==> config.mk <==
export PLATFORM = sky130hd
export DESIGN_NAME = kmul_top
export DESIGN_NICKNAME = d
export VERILOG_FILES = /design/src/rtl/kmul_pkg.sv /design/src/rtl/kmul_split.sv /design/src/rtl/kmul_shared_mult.sv /design/src/rtl/kmul_ctrl.sv /design/src/rtl/kmul_combine.sv /design/src/rtl/kmul_top.sv
export SDC_FILE = /design/constraint.sdc
export NUM_CORES = 2
export LEC_CHECK = 0
export ABC_AREA = 1
export BUFFER_PORTS_ARGS = -buffer_cell sky130_fd_sc_hd__clkbuf_2
export CAP_MARGIN = 20
export CORE_UTILIZATION = 50
export DETAILED_ROUTE_END_ITERATION = 6
export PLACE_DENSITY = 0.67
export SKIP_LAST_GASP = 1
export SYNTH_ARGS = -nofsm -noshare
export SYNTH_HDL_FRONTEND = slang
export SYNTH_SLANG_ARGS = --single-unit
==> constraint.sdc <==
create_clock -name clk -period 23.3 [get_ports clk]
set_input_delay 1.165 -clock clk [delete_from_list [all_inputs] [get_ports clk]]
set_output_delay 1.165 -clock clk [all_outputs]
set_load 0.01 [all_outputs]
==> src/rtl/kmul_pkg.sv <==
package kmul_pkg;

    localparam int HALF_W   = 16;
    localparam int OP_W     = 2 * HALF_W;
    localparam int SH_W     = HALF_W + 1;
    localparam int MP_W     = 2 * SH_W;
    localparam int ACC_W    = OP_W + 4;
    localparam int RES_W    = 2 * OP_W;
    localparam int BUSY_LEN = 4;

    typedef enum logic {
        MODE_FULL = 1'b0,
        MODE_LOW  = 1'b1
    } kmode_e;

    typedef enum logic [2:0] {
        ST_IDLE,
        ST_LL,
        ST_HH,
        ST_DD,
        ST_FIN
    } kstate_e;

    typedef struct packed {
        logic [HALF_W-1:0] hi;
        logic [HALF_W-1:0] lo;
    } halves_t;

    typedef struct packed {
        halves_t                  a;
        halves_t                  b;
        logic signed [SH_W-1:0]   da;
        logic signed [SH_W-1:0]   db;
    } opsplit_t;

    function automatic logic signed [SH_W-1:0] half_diff(
        input logic [HALF_W-1:0] minuend,
        input logic [HALF_W-1:0] subtrahend
    );
        return $signed({1'b0, minuend}) - $signed({1'b0, subtrahend});
    endfunction

    function automatic logic signed [SH_W-1:0] widen_half(input logic [HALF_W-1:0] h);
        return $signed({1'b0, h});
    endfunction

endpackage

==> src/rtl/kmul_split.sv <==
module kmul_split
    import kmul_pkg::*;
(
    input  logic [OP_W-1:0] opa,
    input  logic [OP_W-1:0] opb,
    output opsplit_t        parts
);
    always_comb begin
        parts.a.hi = opa[OP_W-1:HALF_W];
        parts.a.lo = opa[HALF_W-1:0];
        parts.b.hi = opb[OP_W-1:HALF_W];
        parts.b.lo = opb[HALF_W-1:0];
        // lower-minus-upper on A, upper-minus-lower on B: product enters the middle term with + sign
        parts.da   = half_diff(opa[HALF_W-1:0], opa[OP_W-1:HALF_W]);
        parts.db   = half_diff(opb[OP_W-1:HALF_W], opb[HALF_W-1:0]);
    end
endmodule

==> src/rtl/kmul_shared_mult.sv <==
module kmul_shared_mult
    import kmul_pkg::*;
(
    input  kstate_e                 step,
    input  opsplit_t                parts,
    output logic signed [MP_W-1:0]  prod
);
    logic signed [SH_W-1:0] mx;
    logic signed [SH_W-1:0] my;

    always_comb begin
        unique case (step)
            ST_LL: begin
                mx = widen_half(parts.a.lo);
                my = widen_half(parts.b.lo);
            end
            ST_HH: begin
                mx = widen_half(parts.a.hi);
                my = widen_half(parts.b.hi);
            end
            ST_DD: begin
                mx = parts.da;
                my = parts.db;
            end
            default: begin
                mx = '0;
                my = '0;
            end
        endcase
    end

    assign prod = MP_W'(mx) * MP_W'(my);
endmodule

==> src/rtl/kmul_ctrl.sv <==
module kmul_ctrl
    import kmul_pkg::*;
(
    input  logic    clk,
    input  logic    rst,
    input  logic    start,
    output kstate_e step,
    output logic    accept,
    output logic    busy,
    output logic    done
);
    kstate_e state_q;
    kstate_e state_d;
    logic    done_q;

    assign accept = start && (state_q == ST_IDLE);

    always_comb begin
        state_d = state_q;
        unique case (state_q)
            ST_IDLE: if (start) state_d = ST_LL;
            ST_LL:   state_d = ST_HH;
            ST_HH:   state_d = ST_DD;
            ST_DD:   state_d = ST_FIN;
            ST_FIN:  state_d = ST_IDLE;
            default: state_d = ST_IDLE;
        endcase
    end

    always_ff @(posedge clk) begin
        if (rst) begin
            state_q <= ST_IDLE;
            done_q  <= 1'b0;
        end else begin
            state_q <= state_d;
            done_q  <= (state_q == ST_FIN);
        end
    end

    assign step = state_q;
    assign busy = (state_q != ST_IDLE);
    assign done = done_q;
endmodule

==> src/rtl/kmul_combine.sv <==
module kmul_combine
    import kmul_pkg::*;
(
    input  kmode_e                  mode,
    input  logic [OP_W-1:0]         ll,
    input  logic [OP_W-1:0]         hh,
    input  logic signed [ACC_W-1:0] mid,
    output logic [RES_W-1:0]        result
);
    logic [RES_W-1:0] mid_wide;
    logic [RES_W-1:0] full_sum;
    logic [OP_W-1:0]  low_sum;

    assign mid_wide = RES_W'($unsigned({{(RES_W-ACC_W){mid[ACC_W-1]}}, mid}));
    assign full_sum = {{OP_W{1'b0}}, ll} + (mid_wide << HALF_W) + {hh, {OP_W{1'b0}}};
    // narrow path: only OP_W-bit adds are needed for the truncated product
    assign low_sum  = ll + (mid[OP_W-1:0] << HALF_W);

    always_comb begin
        if (mode == MODE_LOW) result = {{OP_W{1'b0}}, low_sum};
        else                  result = full_sum;
    end
endmodule

==> src/rtl/kmul_top.sv <==
module kmul_top
    import kmul_pkg::*;
(
    input  logic             clk,
    input  logic             rst,
    input  logic             start_i,
    input  logic [31:0]      opa_i,
    input  logic [31:0]      opb_i,
    input  logic             mode_i,
    output logic             busy_o,
    output logic             done_o,
    output logic [63:0]      product_o
);
    kstate_e                  step;
    logic                     accept;
    logic                     busy;
    logic                     done;
    logic [OP_W-1:0]          opa_q;
    logic [OP_W-1:0]          opb_q;
    kmode_e                   mode_q;
    opsplit_t                 parts;
    logic signed [MP_W-1:0]   prod;
    logic signed [ACC_W-1:0]  prod_ext;
    logic [OP_W-1:0]          ll_q;
    logic [OP_W-1:0]          hh_q;
    logic signed [ACC_W-1:0]  mid_q;
    logic [RES_W-1:0]         merged;
    logic [RES_W-1:0]         product_q;

    kmul_ctrl u_ctrl (
        .clk    (clk),
        .rst    (rst),
        .start  (start_i),
        .step   (step),
        .accept (accept),
        .busy   (busy),
        .done   (done)
    );

    always_ff @(posedge clk) begin
        if (rst) begin
            opa_q  <= '0;
            opb_q  <= '0;
            mode_q <= MODE_FULL;
        end else if (accept) begin
            opa_q  <= opa_i;
            opb_q  <= opb_i;
            mode_q <= kmode_e'(mode_i);
        end
    end

    kmul_split u_split (
        .opa   (opa_q),
        .opb   (opb_q),
        .parts (parts)
    );

    kmul_shared_mult u_mult (
        .step  (step),
        .parts (parts),
        .prod  (prod)
    );

    assign prod_ext = {{(ACC_W-MP_W){prod[MP_W-1]}}, prod};

    always_ff @(posedge clk) begin
        if (rst) begin
            ll_q  <= '0;
            hh_q  <= '0;
            mid_q <= '0;
        end else begin
            unique case (step)
                ST_LL: begin
                    ll_q  <= prod[OP_W-1:0];
                    mid_q <= prod_ext;
                end
                ST_HH: begin
                    hh_q  <= prod[OP_W-1:0];
                    mid_q <= mid_q + prod_ext;
                end
                ST_DD:   mid_q <= mid_q + prod_ext;
                default: ;
            endcase
        end
    end

    kmul_combine u_comb (
        .mode   (mode_q),
        .ll     (ll_q),
        .hh     (hh_q),
        .mid    (mid_q),
        .result (merged)
    );

    always_ff @(posedge clk) begin
        if (rst)                product_q <= '0;
        else if (step == ST_FIN) product_q <= merged;
    end

    assign busy_o    = busy;
    assign done_o    = done;
    assign product_o = product_q;
endmodule

==> results.toml <==
[pwr]
p_total_w = 0.001596
p_leak_nw = 15.58
seq_power_share_pct = 29.4
p_int_w = 0.0009389
switchingPower_w = 0.0006569
combPwrFrac_pct = 39.0
clkPwrFrac_pct = 31.7
switching_share_pct = 41.16
power.density_nw_per_um2 = 53.51
peakVddDrop_uv = 51.95

[timing]
slew_viol_final = 0
post-route-min-period_ns = 11.64
post-route-period-util_pct = 49.96
setup-tns-final_ns = 0
skew_ns = 0.01807
fmax_mhz = 85.91
setup_viol = 0
tightest_slew_ns = 1.240
hold_viol = 0
rsz0062_at_grt = "false"
relSlewSlack_pct = 17.06
fin_ws_ns = 11.66

[floorplan]
die_area_um2 = 55940
fp.dieW_um = 236.5
num_rows = 85
core_area_um2 = 54130
die_y_um = 236.5
top_level_ports = 134
start_util_pct = 50.80

[logic_synthesis]
synth_nets = 4511
ys_types = 49
synth_area_um2 = 27500
ys_warn_count = 0
synth_cells = 3941
synth_area_per_cell_um2 = 6.978
ys_seq_elements = 233
synth_flop_cell = "dfxtp_1"
yosysSeqAreaShare_pct = 16.96
synth-async-reset-ratio_pct = 0
synth_edf_count = 0

[worst_setup_path]
critPathRequiredTime_ns = 23.79
worst_r2r_path_depth = 40
critPathKind = "flip-flop to flip-flop"
rr_endpoint = "mid_q[35]"
crit_arrival_ns = 12.13
start_kind = "flip-flop"
slowest_stage = "fa_1"
endpoint_kind = "flip-flop"
reg2reg_from = "u_ctrl.step[2]"
cpMostUsedCell = "nand2_1"
critPathMaxFanout = 37
cpPeakStageDelay_ns = 0.91
rrSetupSlack_ns = 11.66

[grt]
grt_use_total_pct = 31.43
grt_pass1_wl_um = 137600
antenna_found_initial = 0
grt_max_degree = 112
gr-total-overflow = 0
first_global_vias = 24810

[final_layout]
area_growth_pct = 8.449
regArea_um2 = 4664
nets = 4589
layout_commonest_cell = "inv_1"
diodes = 0
fill_cells = 5381
postLayoutCoreUtil_pct = 55.09
multi_input_area_um2 = 19300
mostFrequentLayoutCells = "inv_1, nand2_1, nor2_1"
drive_gt1_share_pct = 7.150

[route]
drc = 0
via_per_inst = 5.465
route.met3.wl_um = 6926
ant_nets = 0
vias = 25900
detail_route.first_pass.iterations = 5
first_iter_violations = 2217
wl_met2_um = 37220
top_layer = "met4"
met1Wirelength_um = 40740
routedWlPerCell_um = 18.39
routed_wl_um = 87140

[flow_run]
cap_violations = 0

[hold_path]
min_to = "product_o[15]"
min_path_type = "flip-flop to flip-flop"
hold_depth = 2
hp-start = "ll_q[15]"

[clock_network]
htreeDepth = 1
cts_tree = "yes"
cts_setup_buffers = 0
clk_latency_ns = 0.59
numCtsBuffers = 29
hold_buffers = 0
root_buffer = "clkbuf_16"
cts_resized = 0
clkTransAtPathRegs_ns = 0.07
clock_path_buffers = 3
clock_sinks = 233

[place]
dpl.hpwl_um = 71290
place_ws_ns = 11.91
io_buffer_count = 133
gp_congestion = 1.027

[outcome]
status = "completed"
## sequential cells by signal (all words and copies together), names as in the netlist
signal	count
u_ctrl.done	1
product_o	64
ll_q	32
mode_q	1
u_ctrl.step	3
opa_q	32
mid_q	36
opb_q	32
hh_q	32
## power groups by stage
stage	Sequential [W]	Combinational (W)	Clock, W
final	0.000469	0.000622	0.000505
after global routing	0.000471	0.000691	0.000529
after CTS	0.000467	0.000613	0.000514
after detailed placement	0.000476	0.000609	0
after global placement	0.000476	0.000608	0
after floorplan	0.000462	0.000429	0
## final cells by class
cell class                      instances  area share [%]
Tap cell                              696           2.920
Multi-Input combinational cell       2777           64.71
Clock buffer                           36           2.656
Inverter                              826           10.40
Clock inverter                         18          0.9565
Timing Repair Buffer                  152           2.710
Sequential cell                       233           15.64
## worst max-delay path by stage
stage                        start   endpoint  slack (ns)  depth (start not counted)
finish              u_ctrl.step[2]  mid_q[35]       11.66                         40
global route        u_ctrl.step[2]  mid_q[35]       11.02                         39
CTS                 u_ctrl.step[2]  mid_q[35]       11.88                         39
detailed placement  u_ctrl.step[2]  mid_q[35]       11.91                         39
global placement    u_ctrl.step[2]  mid_q[35]       11.82                         39
floorplan                opb_q[16]  mid_q[35]       15.13                         43
## critical path: cells and delay by family, from the launching register on
kind	cells	cell delay, ns
AO/OA/AOI/OAI	1	0.21
adder cells (fa/ha/maj)	8	4.29
flip-flops	1	0.39
buffers and inverters	10	2.22
AND/OR/NAND/NOR	21	4.37
## metal layers
layer  GRT usage (%)  vias to the layer above
li1                -                    12520
met1           46.58                    12280
met2           48.03                      960
met3           4.045                      135
met4           8.323                        0
met5               0                        -
## synthesized netlist by cell type, drive strengths merged (35+ instances only)
cell type    n  share of area (%)
xor2        43                1.4
o21bai      59                1.6
a21oi      332                6.1
clkbuf      67               0.91
buf         38               0.72
nand3      185                3.4
o21ai      273                5.0
nand4       35               0.80
dfxtp      233                 17
nor2       360                5.1
fa         301                 22
ha         201                9.1
inv        826                 11
nand2      793                 11
## stage by stage
step	hold WS [ns]	instance area, um2	std cells
5_1_grt	0.4810	29820	4738
4_1_cts	0.4606	29820	4738
3_5_place_dp	0.4532	28750	4684
3_3_place_gp	0.4485	28750	4684
6_report	0.4543	29820	4738
2_1_floorplan	0.4297	27500	3941
## cells by family (layout without fill, tap and decap cells)
family	Yosys count	after routing	share of synthesized area (%)
buffers and inverters	931	1032	12.91
XOR/XNOR	58	58	1.847
AO/OA/AOI/OAI	760	760	15.19
flip-flops	233	233	16.96
AND/OR/NAND/NOR	1457	1457	22.03
adder cells (fa/ha/maj)	502	502	31.06
No activity file was read; power rests on OpenSTA's default activity.
